===== config.mk =====
export PLATFORM = sky130hd
export DESIGN_NAME = dma_burst_arbiter
export DESIGN_NICKNAME = d
export VERILOG_FILES = /design/src/rtl/dma_arb_pkg.sv /design/src/rtl/dma_arb_fixed.sv /design/src/rtl/dma_arb_rotate.sv /design/src/rtl/dma_arb_ptr.sv /design/src/rtl/dma_burst_arbiter.sv
export SDC_FILE = /design/constraint.sdc
export NUM_CORES = 1
export LEC_CHECK = 0
export BUFFER_PORTS_ARGS = -buffer_cell sky130_fd_sc_hd__clkbuf_2
export CORE_MARGIN = 2
export CORE_UTILIZATION = 57
export CTS_BUF_LIST = sky130_fd_sc_hd__clkbuf_8
export CTS_CLUSTER_DIAMETER = 150
export DETAILED_ROUTE_END_ITERATION = 10
export GPL_ROUTABILITY_DRIVEN = 0
export PLACE_DENSITY = 0.82
export SKIP_LAST_GASP = 1
export SLEW_MARGIN = 20
export SYNTH_ARGS = -nofsm -noshare
export SYNTH_HDL_FRONTEND = slang
export SYNTH_SLANG_ARGS = --single-unit

===== constraint.sdc =====
create_clock -name clk -period 3.2 [get_ports clk]
set_input_delay 0.16 -clock clk [delete_from_list [all_inputs] [get_ports clk]]
set_output_delay 0.16 -clock clk [all_outputs]
set_load 0.02 [all_outputs]

===== src/rtl/dma_arb_pkg.sv =====
package dma_arb_pkg;

   typedef enum logic {
      ARB_FIXED  = 1'b0,
      ARB_ROTATE = 1'b1
   } arb_mode_e;

   // width of an index able to name n entries
   function automatic int unsigned idx_w(input int unsigned n);
      return (n > 1) ? $clog2(n) : 1;
   endfunction

endpackage


===== src/rtl/dma_arb_fixed.sv =====
module dma_arb_fixed #(
   parameter int unsigned NCH = 4
) (
   input  logic [NCH-1:0] req,
   output logic [NCH-1:0] pick
);

   generate
      if (NCH < 1) begin : g_bad
         $error("dma_arb_fixed: NCH must be at least 1");
      end
      for (genvar i = 0; i < NCH; i++) begin : g_lad
         if (i == 0) begin : g_top
            assign pick[0] = req[0];
         end else begin : g_rest
            assign pick[i] = req[i] & ~(|req[i-1:0]);
         end
      end
   endgenerate

endmodule


===== src/rtl/dma_arb_rotate.sv =====
module dma_arb_rotate #(
   parameter int unsigned NCH = 4,
   parameter int unsigned IW  = 2
) (
   input  logic [NCH-1:0] req,
   input  logic [IW-1:0]  base,
   output logic [NCH-1:0] pick
);

   generate
      if ((1 << IW) < NCH) begin : g_bad
         $error("dma_arb_rotate: IW too narrow for NCH");
      end
   endgenerate

   always_comb begin
      logic          found;
      logic [IW-1:0] idx;
      pick  = '0;
      found = 1'b0;
      for (int k = 0; k < NCH; k++) begin
         idx = IW'((int'(base) + k) % NCH);
         if (!found && req[idx]) begin
            pick[idx] = 1'b1;
            found     = 1'b1;
         end
      end
   end

endmodule


===== src/rtl/dma_arb_ptr.sv =====
module dma_arb_ptr #(
   parameter int unsigned NCH = 4,
   parameter int unsigned IW  = 2
) (
   input  logic           clk,
   input  logic           rst_n,
   input  logic           clr,
   input  logic           load,
   input  logic [NCH-1:0] served,
   output logic [IW-1:0]  base
);

   logic [IW-1:0] base_nxt;

   // next search start: the channel after the one just served
   always_comb begin
      base_nxt = base;
      for (int i = 0; i < NCH; i++) begin
         if (served[i]) begin
            base_nxt = (i == NCH - 1) ? '0 : IW'(i + 1);
         end
      end
   end

   always_ff @(posedge clk or negedge rst_n) begin
      if (!rst_n) begin
         base <= '0;
      end else if (clr) begin
         base <= '0;
      end else if (load) begin
         base <= base_nxt;
      end
   end

   AST_PTR_STEP: assert property (@(posedge clk) disable iff (!rst_n)
      (load && !clr && served[NCH-1]) |=> (base == '0)) else $error("wrap failed");

endmodule


===== src/rtl/dma_burst_arbiter.sv =====
module dma_burst_arbiter #(
   parameter int unsigned NCH            = 4,
   parameter bit          SUPPORT_ROTATE = 1'b1
) (
   input  logic           clk,
   input  logic           rst_n,
   input  logic           sw_reset,
   input  logic [NCH-1:0] dma_req,
   input  logic           pio_req,
   input  logic           rr_mode,
   input  logic           burst_done,
   output logic [NCH:0]   grant,
   output logic           grant_valid
);

   import dma_arb_pkg::*;

   localparam int unsigned IW = idx_w(NCH);
   localparam int unsigned GW = NCH + 1;

   generate
      if (NCH < 2) begin : g_bad
         $error("dma_burst_arbiter: need at least two DMA channels");
      end
   endgenerate

   logic [GW-1:0]  grant_q;
   logic [NCH-1:0] fix_pick;
   logic [NCH-1:0] rot_pick;
   logic [NCH-1:0] dma_pick;
   logic [GW-1:0]  next_grant;
   logic [IW-1:0]  rr_base;
   logic           held;
   logic           decide;
   arb_mode_e      mode;

   assign mode = arb_mode_e'(rr_mode);
   assign held = |grant_q;

   dma_arb_fixed #(.NCH(NCH)) u_fixed (
      .req  (dma_req),
      .pick (fix_pick)
   );

   generate
      if (SUPPORT_ROTATE) begin : g_rot
         dma_arb_rotate #(.NCH(NCH), .IW(IW)) u_rot (
            .req  (dma_req),
            .base (rr_base),
            .pick (rot_pick)
         );
      end else begin : g_norot
         assign rot_pick = fix_pick;
      end
   endgenerate

   assign dma_pick   = (mode == ARB_ROTATE) ? rot_pick : fix_pick;
   assign next_grant = pio_req ? {1'b1, {NCH{1'b0}}} : {1'b0, dma_pick};
   assign decide     = !held && !sw_reset;

   dma_arb_ptr #(.NCH(NCH), .IW(IW)) u_ptr (
      .clk    (clk),
      .rst_n  (rst_n),
      .clr    (sw_reset),
      .load   (decide && !pio_req && (|dma_req)),
      .served (dma_pick),
      .base   (rr_base)
   );

   always_ff @(posedge clk or negedge rst_n) begin
      if (!rst_n) begin
         grant_q <= '0;
      end else if (sw_reset) begin
         grant_q <= '0;
      end else if (held) begin
         if (burst_done) begin
            grant_q <= '0;
         end
      end else begin
         grant_q <= next_grant;
      end
   end

   assign grant       = grant_q;
   assign grant_valid = held;

   AST_ONE_OWNER: assert property (@(posedge clk) disable iff (!rst_n)
      $onehot0(grant)) else $error("grant not one-hot");

   AST_PIO_FIRST: assert property (@(posedge clk) disable iff (!rst_n)
      (!grant_valid && pio_req && !sw_reset) |=> grant[NCH]) else $error("PIO lost");

   AST_FIXED_LOW: assert property (@(posedge clk) disable iff (!rst_n)
      (!grant_valid && !pio_req && !rr_mode && dma_req[0] && !sw_reset) |=> grant[0])
      else $error("fixed order broken");

   AST_HOLD_BURST: assert property (@(posedge clk) disable iff (!rst_n)
      (grant_valid && !burst_done && !sw_reset) |=> $stable(grant))
      else $error("grant moved mid-burst");

   AST_DROP_DONE: assert property (@(posedge clk) disable iff (!rst_n)
      (grant_valid && burst_done) |=> !grant_valid) else $error("grant kept after done");

   AST_IDLE_QUIET: assert property (@(posedge clk) disable iff (!rst_n)
      (!grant_valid && !pio_req && !(|dma_req)) |=> !grant_valid)
      else $error("grant without request");

   AST_SW_CLEAR: assert property (@(posedge clk) disable iff (!rst_n)
      sw_reset |=> !grant_valid) else $error("software reset ignored");

endmodule


Word level (Yosys, flattened, before mapping)
Cells that the tools add are included.
{ "classes": {"eq_ne": 1, "bitwise": 9, "div_mod_pow": 0, "multipliers": 0, "shifts": 0, "reduce_logical": 23, "n_lt_le_gt_ge": 8, "muxes": 34, "n_addsub": 3} }
{ "op_table": {"columns": ["operator", "n"], "rows": [
  ["$mux W4", 5],
  ["$mux W5", 4],
  ["$lt A2 B3 Y1 const B", 4],
  ["$mux W2", 6],
  ["$or A4 B4 Y4", 3],
  ["$mux W1", 11],
  ["$logic_and A1 B1 Y1", 10],
  ["$bmux W1 S2", 4],
  ["$demux W1 S2", 4],
  ["$ge A2 B1 Y1 const B", 4],
  ["$logic_not A1 Y1", 6],
  ["$reduce_bool A5 Y1", 1],
  ["$reduce_or A5 Y1", 1],
  ["$add A2 B2 Y2 const B", 2],
  ["$reduce_or A4 Y1", 1],
  ["$and A1 B1 Y1", 3],
  ["$ne A3 B3 Y1 const B", 1],
  ["$not A1 Y1", 3],
  ["$reduce_or A3 Y1", 1],
  ["$add A2 B1 Y2 const B", 1],
  ["$reduce_and A2 Y1", 1],
  ["$reduce_bool A2 Y1", 1],
  ["$reduce_or A2 Y1", 1]
]} }
{ "word_totals": {"n_memories": 0, "output_inout_bits": 6, "ff_bits": 7, "latchBits": 0, "ram_bits": 0, "input_bits": 10, "wordCells": 80, "rom_bits": 0} }

Longest topological paths before layout
Gate-level depths: netlist (run 1).
{ "depth": {"ltp_word": 19, "mapped_depth": 9, "ltp_nobuf": 8} }

Cells and area by module
From an unflattened synthesis (run 1), not the netlist that was laid out.
{ "unflattened": {"hier_cells": 83, "area_unflattened_um2": 822.0} }
{ "modules_own_cells": {"columns": ["mod", "seq_area_each_um2", "area_each_um2", "cells_per_inst", "instances"], "rows": [
  ["dma_arb_rotate", 0.0, 337.8, 36, 1],
  ["dma_burst_arbiter", 125.1, 324.1, 32, 1],
  ["dma_arb_ptr", 50.0, 123.9, 11, 1],
  ["dma_arb_fixed", 0.0, 36.3, 4, 1]
]} }

Worst setup path after synthesis (run 1)
Ideal clock, no wire load.
{ "synth_timing": {"path_kind": "register to register", "startpoint": "register u_ptr.base[0]", "endpoint": "register u_ptr.base[1]", "required_time_ns": 3.105, "arrival_time_ns": 2.449, "path_buffers": 1, "slack_ns": 0.655, "stages_incl_launch_ff": 10, "cell_sequence": "dfrtp_1 buf_6 inv_1 ha_1 mux4_2 nor2b_1 a221oi_1 a31o_1 o21bai_1 o31ai_1"} }
{ "synth_between": {"elab_chain_cells": 18, "word_cells_on_any_way": 55, "classes_between": "add/sub (3); order compare (8); mux (29); bitwise (3); reduce/logical (12)"} }
{ "synth_rtl": {"columns": ["item", "line_no", "text"], "rows": [
  ["start, declared", "dma_arb_ptr.sv:10", "output logic [IW-1:0] base"],
  ["start signal, assigned", "dma_arb_ptr.sv:31", "base <= base_nxt;"],
  ["parallel branches: the longest is 11 deep, another holds $lt A2 B3 Y1", null, null],
  ["$mux W4 *", "dma_arb_rotate.sv:23", "if (!found && req[idx]) begin"],
  ["$mux W4 *", "dma_burst_arbiter.sv:57", "assign dma_pick = (mode == ARB_ROTATE) ? rot_pick : fix_pick;"],
  ["$mux W2 (3 in a row)", "dma_arb_ptr.sv:19", "if (served[i]) begin"],
  ["$mux W2", "dma_arb_ptr.sv:30", "end else if (load) begin"],
  ["$mux W2", "dma_arb_ptr.sv:28", "end else if (clr) begin"]
]} }
Every way passes the cells marked *. The select of a mux whose other input is x is not followed.
A chain may end at the register's enable or synchronous reset.

Worst setup path after layout (run 1)
{ "layout_timing": {"startpoint": "register u_ptr.base[1]", "endpoint": "register u_ptr.base[1]"} }
Same word-level chain as after synthesis.

==> results.py, run 1 <==
metrics = {
    "clocking": {
        "cts-buffers-inserted": 3,
        "ctsHtreeMaxLevel": 1,
        "cts_hold_buf": 1,
        "clock-sinks": 7,
        "clk_path_buf_depth": 2,
        "insertion_delay_ns": 0.23,
        "cts_tree": "done",
        "cts_root_buf": "clkbuf_8",
        "cts_resized": 0,
        "post_cts_buffers": 0,
        "clkTransAtPathRegs_ns": 0.04,
    },
    "drt": {
        "drt_first_pass_iters": 4,
        "via_per_inst": 6.306,
        "ant_nets": 0,
        "route.detailed.wl_per_inst_microns": 15.25,
        "wirelength_microns": 1891,
        "drt_iter0_drc": 23,
        "drc": 0,
        "vias": 782,
    },
    "timing": {
        "tns_ns": 0,
        "rsz0062_at_grt": "no",
        "setup_viol": 0,
        "fin_crit_sh": 0.8596,
        "finalCriticalPeriod_ns": 2.751,
        "worstMarginPinSlew_ns": 0.5617,
        "slew_headroom": 0.6226,
        "skew_ns": 0.002138,
        "finalMaxSlewViolations": 0,
        "hold_violations": 0,
        "clock.fmax_ghz": 0.3635,
    },
    "grt": {
        "grt_pass1_vias": 753,
        "grt_max_degree": 13,
        "antenna_found_initial": 0,
        "grt_usage": 0.2469,
        "grt_pass1_wl_microns": 3422,
        "overflow": 0,
    },
    "cells_and_area": {
        "layout.cells.most_common_list": "15 x clkbuf_2, 9 x nand2_1",
        "area_growth_pct": 13.55,
        "n_antenna_cell": 0,
        "final_net_count": 126,
        "n_fill_cell": 114,
        "drive_gt1_frac": 0.3303,
        "mostFrequentLayoutCell": "clkbuf_2",
    },
    "synthesis": {
        "synth_edf_count": 0,
        "ys.flop_type": "dfrtp_1",
        "yosysTopAreaCellShare": 0.2062,
        "yosys_warnings": 0,
        "synthCells": 93,
        "synth_nets": 109,
        "ys_types": 40,
        "synthArstFlopShare": 1.000,
        "synth-seq-cells": 7,
        "avgSynthCellArea_sq_um": 9.135,
        "netlist_area_sq_um": 849.6,
        "synth_top_area_cell": "dfrtp_1",
        "synth_area_leaders": "dfrtp_1 21%, ha_1 8.8%, mux4_2 5.3%",
        "ys_seq_area_frac": 0.2062,
    },
    "worst_setup_path": {
        "cp-start-kind": "flop",
        "rr_endpoint": "u_ptr.base[1]",
        "rrSetupSlack_ns": 0.45,
        "worstReg2RegStart": "u_ptr.base[1]",
        "critPathArrivalTime_ns": 2.87,
        "path_max_fanout": 9,
        "ff2ff_path_depth": 8,
        "cp-end-kind": "flop",
        "required_ns": 3.32,
        "critPathKind": "flop to flop",
    },
    "floorplanning": {
        "num_rows": 13,
        "coreArea_sq_um": 1350,
        "start_util": 0.6293,
        "die_h_microns": 42.61,
        "io_pins": 16,
        "die_area_sq_um": 1815,
        "fp.dieW_microns": 42.61,
    },
    "power": {
        "total_leakage_power_nw": 0.3928,
        "power.density_nw_per_um2": 432.9,
        "power_uw": 417.6,
        "ir_drop_uv": 318.0,
    },
    "placed_design": {
        "dp.final_hpwl_microns": 1478,
        "portBuffers": 15,
    },
    "hold_path": {
        "hp-start": "sw_reset",
        "hold_path_class": "input pin to flop",
        "hold_end": "grant[4]",
        "hold_depth": 2,
    },
    "status": {
        "outcome": "completed",
    },
    "run": {
        "drv_cap": 0,
    },
}
==> cell families (layout without fill, tap and decap cells) <==
kind of cell,Yosys count,after routing,share of synthesized area
AOI/OAI and AO/OA,33,33,0.3387
muxes,4,4,0.07952
and+or+nand+nor,32,32,0.2121
buffers and inverters,11,27,0.07510
adders and majority gates,6,6,0.08836
DFF,7,7,0.2062
==> state kept, by name, summed over array words and instances (netlist names) <==
register and cells:
u_ptr.base 2, grant 5
==> power by group <==
part           switching, mW  internal, mW
sequential           0.00963        0.0984
clock                 0.0367        0.0828
combinational          0.111        0.0792
total                  0.157         0.260
==> layout make-up <==
type                            count  area, sq um  area share
Sequential cell                     7        175.2      0.1816
Multi-Input combinational cell     75        610.6      0.6329
Timing Repair Buffer               17        92.59     0.09598
Clock buffer                        3        41.29     0.04280
Inverter                            6        22.52     0.02335
Tap cell                           15        18.77     0.01946
Clock inverter                      1        3.754    0.003891
==> how the worst max path moves through the flow <==
stage	startpoint	slack [ns]	endpoint
finish	u_ptr.base[1]	0.45	u_ptr.base[1]
CTS	u_ptr.base[1]	0.44	u_ptr.base[1]
floorplan	u_ptr.base[0]	0.66	u_ptr.base[1]
detailed placement	u_ptr.base[1]	0.44	u_ptr.base[1]
global route	u_ptr.base[1]	0.24	u_ptr.base[1]
global placement	u_ptr.base[1]	0.60	u_ptr.base[1]
==> worst max-delay path: stages (launching register included) <==
cell and delay, ns:
dfrtp_1 0.48, inv_1 0.15, ha_1 0.45, mux4_2 0.58, nor2b_1 0.15, a221oi_1 0.24
a31o_1 0.23, o21bai_1 0.10, o31ai_1 0.27
==> per-layer routing <==
| metal | vias up | track usage | share of wire |
|---|---|---|---|
| li1 | 378 | - | - |
| met1 | 379 | 0.3440 | 0.47 |
| met2 | 25 | 0.3723 | 0.47 |
| met3 | 0 | 0.07759 | 0.057 |
| met4 | 0 | 0.05625 | 0 |
| met5 | - | 0 | 0 |
==> per-stage QoR <==
step / utilization / cells / cell area (sq um) / hold WS [ns] / worst slack, ns
floorplan: - / 93 / 849.6 / -0.1356 / 0.6552
detailed placement: 0.6738 / 119 / 909.6 / 0.004637 / 0.4445
global placement: 0.6738 / 119 / 909.6 / 0.005256 / 0.6015
finish: 0.7146 / 124 / 964.7 / 0.1382 / 0.4492
global route: 0.7146 / 124 / 964.7 / 0.1478 / 0.2366
CTS: 0.7146 / 124 / 964.7 / 0.1371 / 0.4432
==> cells in the mapped netlist (2+ instances only) <==
master and count:
nand2_1 9, dfrtp_1 7, nor2_1 7, o21ai_0 7, ha_1 6, inv_1 6, nand3b_1 4, a21oi_1 3
nor3_1 3, or3b_1 3, a211oi_2 2, a22o_1 2, a41oi_1 2, buf_4 2, mux2_2 2, mux4_2 2
o21a_1 2, o21ai_1 2
(Power assumes the default switching activity.)
==> run 2: changes to the inputs <==
--- a/config.mk
+++ b/config.mk
@@ -7,14 +7,15 @@
 export LEC_CHECK = 0
 export BUFFER_PORTS_ARGS = -buffer_cell sky130_fd_sc_hd__clkbuf_2
 export CORE_MARGIN = 2
-export CORE_UTILIZATION = 57
+export CORE_UTILIZATION = 56
 export CTS_BUF_LIST = sky130_fd_sc_hd__clkbuf_8
 export CTS_CLUSTER_DIAMETER = 150
 export DETAILED_ROUTE_END_ITERATION = 10
 export GPL_ROUTABILITY_DRIVEN = 0
-export PLACE_DENSITY = 0.82
+export PLACE_DENSITY = 0.81
 export SKIP_LAST_GASP = 1
 export SLEW_MARGIN = 20
 export SYNTH_ARGS = -nofsm -noshare
 export SYNTH_HDL_FRONTEND = slang
+export SYNTH_HIERARCHICAL = 1
 export SYNTH_SLANG_ARGS = --single-unit
==> results.py, run 2 <==
metrics = {
    "cells_and_area": {
        "final_util": 0.7101,
        "mostFrequentLayoutCell": "clkbuf_2",
        "n_antenna_cell": 0,
        "drive_gt1_frac": 0.3636,
        "layout.cells.most_common_list": "15 x clkbuf_2, 13 x inv_1, 7 x dfrtp_1",
        "area_growth_pct": 15.22,
        "final_net_count": 116,
        "largest_reg_flops": 5,
    },
    "drt": {
        "wirelength_microns": 1865,
        "ant_nets": 0,
        "via_per_inst": 6.272,
        "route.detailed.wl_per_inst_microns": 16.36,
        "drt_iter0_drc": 11,
        "drt_first_pass_iters": 4,
        "drc": 0,
        "vias": 715,
    },
    "timing": {
        "finalCriticalPeriod_ns": 2.816,
        "clock.fmax_ghz": 0.3551,
        "hold_violations": 0,
        "rsz0062_at_grt": "no",
        "worstMarginPinSlew_ns": 0.4111,
        "finalMaxSlewViolations": 0,
        "skew_ns": 0.0006837,
        "fin_crit_sh": 0.8800,
        "slew_headroom": 0.7260,
        "tns_ns": 0,
        "finalWorstSetupSlack_ns": 0.3840,
        "setup_viol": 0,
    },
    "grt": {
        "grt_pass1_vias": 695,
        "antenna_found_initial": 0,
        "grt_usage": 0.2473,
        "grt_max_degree": 14,
        "grt_pass1_wl_microns": 3277,
        "overflow": 0,
    },
    "clocking": {
        "cts_tree": "done",
        "ctsHtreeMaxLevel": 1,
        "cts_hold_buf": 1,
        "post_cts_buffers": 0,
        "cts_resized": 0,
        "cts-buffers-inserted": 3,
        "clock-sinks": 7,
        "cts_root_buf": "clkbuf_8",
        "insertion_delay_ns": 0.23,
        "clk_path_buf_depth": 2,
        "clkTransAtPathRegs_ns": 0.04,
    },
    "hold_path": {
        "hold_depth": 3,
        "hold_end": "grant[4]",
        "hold_path_class": "input pin to flop",
        "hp-start": "pio_req",
    },
    "power": {
        "power.density_nw_per_um2": 404.2,
        "total_leakage_power_nw": 0.4491,
        "power_uw": 382.8,
        "ir_drop_uv": 324.8,
    },
    "synthesis": {
        "synth_xor_area_frac": 0,
        "ys_top_cells_by_count": "12 x inv_1, 7 x dfrtp_1, 6 x ha_1",
        "synth_nets": 99,
        "synth_top_family_by_area": "compound AO/OA/AOI/OAI gates",
        "ys_seq_area_frac": 0.2131,
        "synth_compound_area_frac": 0.2314,
        "synth_top_area_cell": "dfrtp_1",
        "synthArstFlopShare": 1.000,
        "synth_edf_count": 0,
        "yosys_warnings": 6,
        "synth.most_common_cell": "inv_1",
        "synth_fa_ha_area_frac": 0.09132,
        "ys.flop_type": "dfrtp_1",
        "ys_types": 33,
        "synthMuxAreaShare": 0.1674,
        "avgSynthCellArea_sq_um": 9.904,
        "yosys.area_share.simple": 0.2040,
        "netlist_area_sq_um": 822.0,
        "yosysTopAreaCellShare": 0.2131,
        "synthCells": 83,
        "synth-seq-cells": 7,
        "synth_area_leaders": "dfrtp_1 21%, ha_1 9.1%, mux4_1 6.4%",
    },
    "worst_setup_path": {
        "cp-end-kind": "flop",
        "worstReg2RegStart": "u_ptr/base[0]",
        "critPathArrivalTime_ns": 2.94,
        "path_max_fanout": 10,
        "critPathKind": "flop to flop",
        "cp-start-kind": "flop",
        "rrSetupSlack_ns": 0.38,
        "rr_endpoint": "u_ptr/base[1]",
        "ff2ff_path_depth": 10,
        "required_ns": 3.33,
    },
    "placed_design": {
        "dp.final_hpwl_microns": 1387,
        "portBuffers": 15,
        "dp_slack_ns": 0.3925,
    },
    "status": {
        "outcome": "completed",
    },
    "floorplanning": {
        "start_util": 0.6163,
        "num_rows": 13,
        "fp.dieW_microns": 42.32,
        "coreArea_sq_um": 1334,
        "io_pins": 16,
        "die_h_microns": 42.32,
        "die_area_sq_um": 1791,
    },
    "run": {
        "drv_cap": 0,
    },
}
[run 2: worst max-delay path, cell delays in order, from the launching register on]
cell	delay (ns)
dfrtp_1	0.58
inv_1	0.15
ha_1	0.35
mux4_2	0.38
a21oi_1	0.22
a21o_2	0.12
o211ai_1	0.08
mux2i_1	0.25
inv_1	0.12
a21bo_1	0.18
a221oi_1	0.26
[run 2: through the flow]
| step | area, sq um | cells | hold slack (ns) |
|---|---|---|---|
| 2_1_floorplan | 822.0 | 83 | -0.1356 |
| 3_3_place_gp | 892.1 | 109 | -0.00007028 |
| 3_5_place_dp | 892.1 | 109 | 0.001849 |
| 4_1_cts | 947.2 | 114 | 0.1765 |
| 5_1_grt | 947.2 | 114 | 0.2089 |
| 6_report | 947.2 | 114 | 0.1830 |
[run 2: area by class of cell]
| type | count | area, sq um |
|---|---|---|
| fill | 107 | 386.6 |
| sequential | 7 | 175.2 |
| timing repair buffer | 17 | 92.59 |
| tap | 15 | 18.77 |
| clock buffer | 3 | 41.29 |
| clock inverter | 1 | 3.754 |
| inverter | 12 | 45.04 |
| multi-input combinational | 59 | 570.5 |
[run 2: kinds of logic after synthesis]
family / after synthesis
buffers and inverters: 17
adder cells (fa/ha/maj): 6
AO/OA/AOI/OAI: 22
flip-flops: 7
multiplexers: 8
AND/OR/NAND/NOR: 23
[run 2: worst max-delay path by stage]
stage,startpoint,end,slack (ns)
6_report,u_ptr/base[0],u_ptr/base[1],0.38
5_1_grt,u_ptr/base[0],u_ptr/base[1],0.19
4_1_cts,u_ptr/base[0],u_ptr/base[0],0.38
3_5_place_dp,u_ptr/base[0],u_ptr/base[0],0.39
3_3_place_gp,u_ptr/base[0],u_ptr/base[0],0.50
2_1_floorplan,u_ptr/base[0],u_ptr/base[0],0.70
[run 2: power breakdown]
group	total [mW]	leakage (nW)	internal [mW]	switching (mW)
sequential	0.107	0.0955	0.0963	0.0111
clock	0.124	0.0269	0.0831	0.0408
combinational	0.151	0.327	0.0648	0.0867
total	0.383	0.449	0.244	0.139
[run 2: layer usage]
metal | up-vias | part of all wire | GRT usage | wire length (microns)
li1 | 341 | - | - | -
met1 | 341 | 0.43 | 0.3008 | 801
met2 | 24 | 0.50 | 0.3938 | 935
met3 | 9 | 0.030 | 0.05603 | 56
met4 | 0 | 0.038 | 0.1500 | 71
met5 | - | 0 | 0 | 0
==> run 3: changes to the inputs <==
--- a/config.mk
+++ b/config.mk
@@ -12,7 +12,8 @@
 export CTS_CLUSTER_DIAMETER = 150
 export DETAILED_ROUTE_END_ITERATION = 10
 export GPL_ROUTABILITY_DRIVEN = 0
-export PLACE_DENSITY = 0.81
+export PLACE_DENSITY_LB_ADDON = 0.05
+export RECOVER_POWER = 25
 export SKIP_LAST_GASP = 1
 export SLEW_MARGIN = 20
 export SYNTH_ARGS = -nofsm -noshare
==> results.py, run 3 (synthesis gave the netlist of run 2 again) <==
metrics = {
    "worst_setup_path": {
        "crit_chain": "buf_4 -> mux4_2 -> nor4b_4 -> nand2_1 -> o211ai_1 -> mux2i_1 -> inv_1 -> o2bb2ai_2 -> a2111oi_2",
        "critPathKind": "flop to flop",
        "critPathArrivalTime_ns": 2.76,
        "cp-start-kind": "flop",
        "rrSetupSlack_ns": 0.55,
        "path_max_fanout": 10,
        "slowest_delay_ns": 0.63,
        "cp-end-kind": "flop",
        "required_ns": 3.32,
        "worst_path_max_delay_cell": "mux4_2",
    },
    "grt": {
        "antenna_found_initial": 0,
        "grt_pass1_vias": 654,
        "overflow": 0,
        "grt_max_degree": 14,
        "grt_pass1_wl_microns": 3063,
        "grt_usage": 0.2339,
    },
    "cells_and_area": {
        "n_antenna_cell": 0,
        "area_growth_pct": 15.98,
        "n_fill_cell": 114,
        "fin_area_sq_um": 953.4,
        "layout.cells.most_common_list": "14 x clkbuf_2, 13 x inv_1, 7 x dfrtp_1",
        "final_net_count": 117,
        "mostFrequentLayoutCell": "clkbuf_2",
        "largest_reg_flops": 5,
        "drive_gt1_frac": 0.3600,
    },
    "power": {
        "p_sw_uw": 133.9,
        "pwr-share-seq": 0.277,
        "p_sw_frac": 0.3535,
        "comb_power_share": 0.399,
        "total_leakage_power_nw": 0.4515,
        "intPower_uw": 244.9,
        "ir_drop_uv": 337.0,
        "clkPwrFrac": 0.324,
        "power.density_nw_per_um2": 397.3,
    },
    "placed_design": {
        "portBuffers": 15,
        "dp.final_hpwl_microns": 1347,
        "place_area_sq_um": 899.6,
    },
    "drt": {
        "drt_iter0_drc": 11,
        "route.layer.met1.wl_microns": 884,
        "wirelength_microns": 1713,
        "drt_first_pass_iters": 4,
        "ant_nets": 0,
        "via_per_inst": 5.957,
        "wl_met2_microns": 738,
        "drc": 0,
        "met3WireLength_microns": 67,
        "vias": 685,
        "route.detailed.wl_per_inst_microns": 14.90,
        "top_layer_used": "met4",
    },
    "timing": {
        "finalMaxSlewViolations": 0,
        "worstMarginPinSlew_ns": 0.3996,
        "hold_violations": 0,
        "rsz0062_at_grt": "no",
        "clock.fmax_ghz": 0.3780,
        "skew_ns": 0.002652,
        "setup_viol": 0,
        "fin_crit_sh": 0.8268,
        "tns_ns": 0,
        "finalCriticalPeriod_ns": 2.646,
        "slew_headroom": 0.7336,
    },
    "floorplanning": {
        "io_pins": 16,
        "fp.dieW_microns": 42.32,
        "die_h_microns": 42.32,
        "die_area_sq_um": 1791,
        "coreArea_sq_um": 1334,
        "start_util": 0.6163,
        "num_rows": 13,
    },
    "clocking": {
        "cts_resized": 0,
        "clk_path_buf_depth": 2,
        "ctsHtreeMaxLevel": 1,
        "cts_tree": "done",
        "insertion_delay_ns": 0.23,
        "cts-buffers-inserted": 3,
        "cts_root_buf": "clkbuf_8",
        "clock-sinks": 7,
        "post_cts_buffers": 0,
        "cts_hold_buf": 1,
        "clkTransAtPathRegs_ns": 0.04,
    },
    "run": {
        "drv_cap": 0,
    },
    "hold_path": {
        "hold_path_class": "input pin to flop",
    },
    "status": {
        "outcome": "completed",
    },
}
==> run 3: worst paths after layout <==
check	start	endpoint	cells past startpoint
worst max register to register	u_ptr/base[0]	u_ptr/base[0]	9
worst max-delay path	u_ptr/base[0]	u_ptr/base[0]	9
max in group asynchronous	rst_n	u_ptr/base[1]	2
worst min-delay path	pio_req	grant[4]	3
min in group asynchronous	rst_n	grant[0]	2
worst min register to register	grant[1]	grant[4]	1
==> run 3: area by class of cell <==
| class | count | area (sq um) | area share |
|---|---|---|---|
| Sequential cell | 7 | 175.2 | 0.1837 |
| Tap cell | 15 | 18.77 | 0.01969 |
| Clock inverter | 1 | 3.754 | 0.003937 |
| Timing Repair Buffer | 18 | 98.84 | 0.1037 |
| Inverter | 12 | 45.04 | 0.04724 |
| Clock buffer | 3 | 41.29 | 0.04331 |
| Multi-Input combinational cell | 59 | 570.5 | 0.5984 |
==> run 3: metrics by stage <==
step	hold WS, ns	total power, mW	utilization	worst slack, ns	instances
2_1_floorplan	-0.1356	0.2205	-	0.7038	83
3_3_place_gp	0.006247	0.2532	0.6745	0.6390	110
3_5_place_dp	0.01113	0.2554	0.6745	0.5605	110
4_1_cts	0.1707	0.3822	0.7158	0.5427	115
5_1_grt	0.2091	0.4076	0.7148	0.3226	115
6_report	0.1710	0.3788	0.7148	0.5542	115
==> run 3: power groups by stage <==
stage / sequential [mW] / clock [mW] / combinational (mW)
2_1_floorplan: 0.112 / 0 / 0.108
3_3_place_gp: 0.106 / 0 / 0.148
3_5_place_dp: 0.106 / 0 / 0.150
4_1_cts: 0.105 / 0.126 / 0.152
5_1_grt: 0.107 / 0.134 / 0.167
6_report: 0.105 / 0.123 / 0.151
==> run 3: per-layer routing <==
metal,vias to the layer above,global-route usage
met5,-,0
met4,0,0.07500
met3,5,0.07759
met2,14,0.3446
met1,321,0.3225
li1,345,-
==> run 3: critical path, delay by kind of cell (launching register included) <==
family,cells,cell delay (ns)
flops,1,0.46
compound gates,3,0.51
buf+inv,2,0.31
mux,2,0.74
simple gates,2,0.50
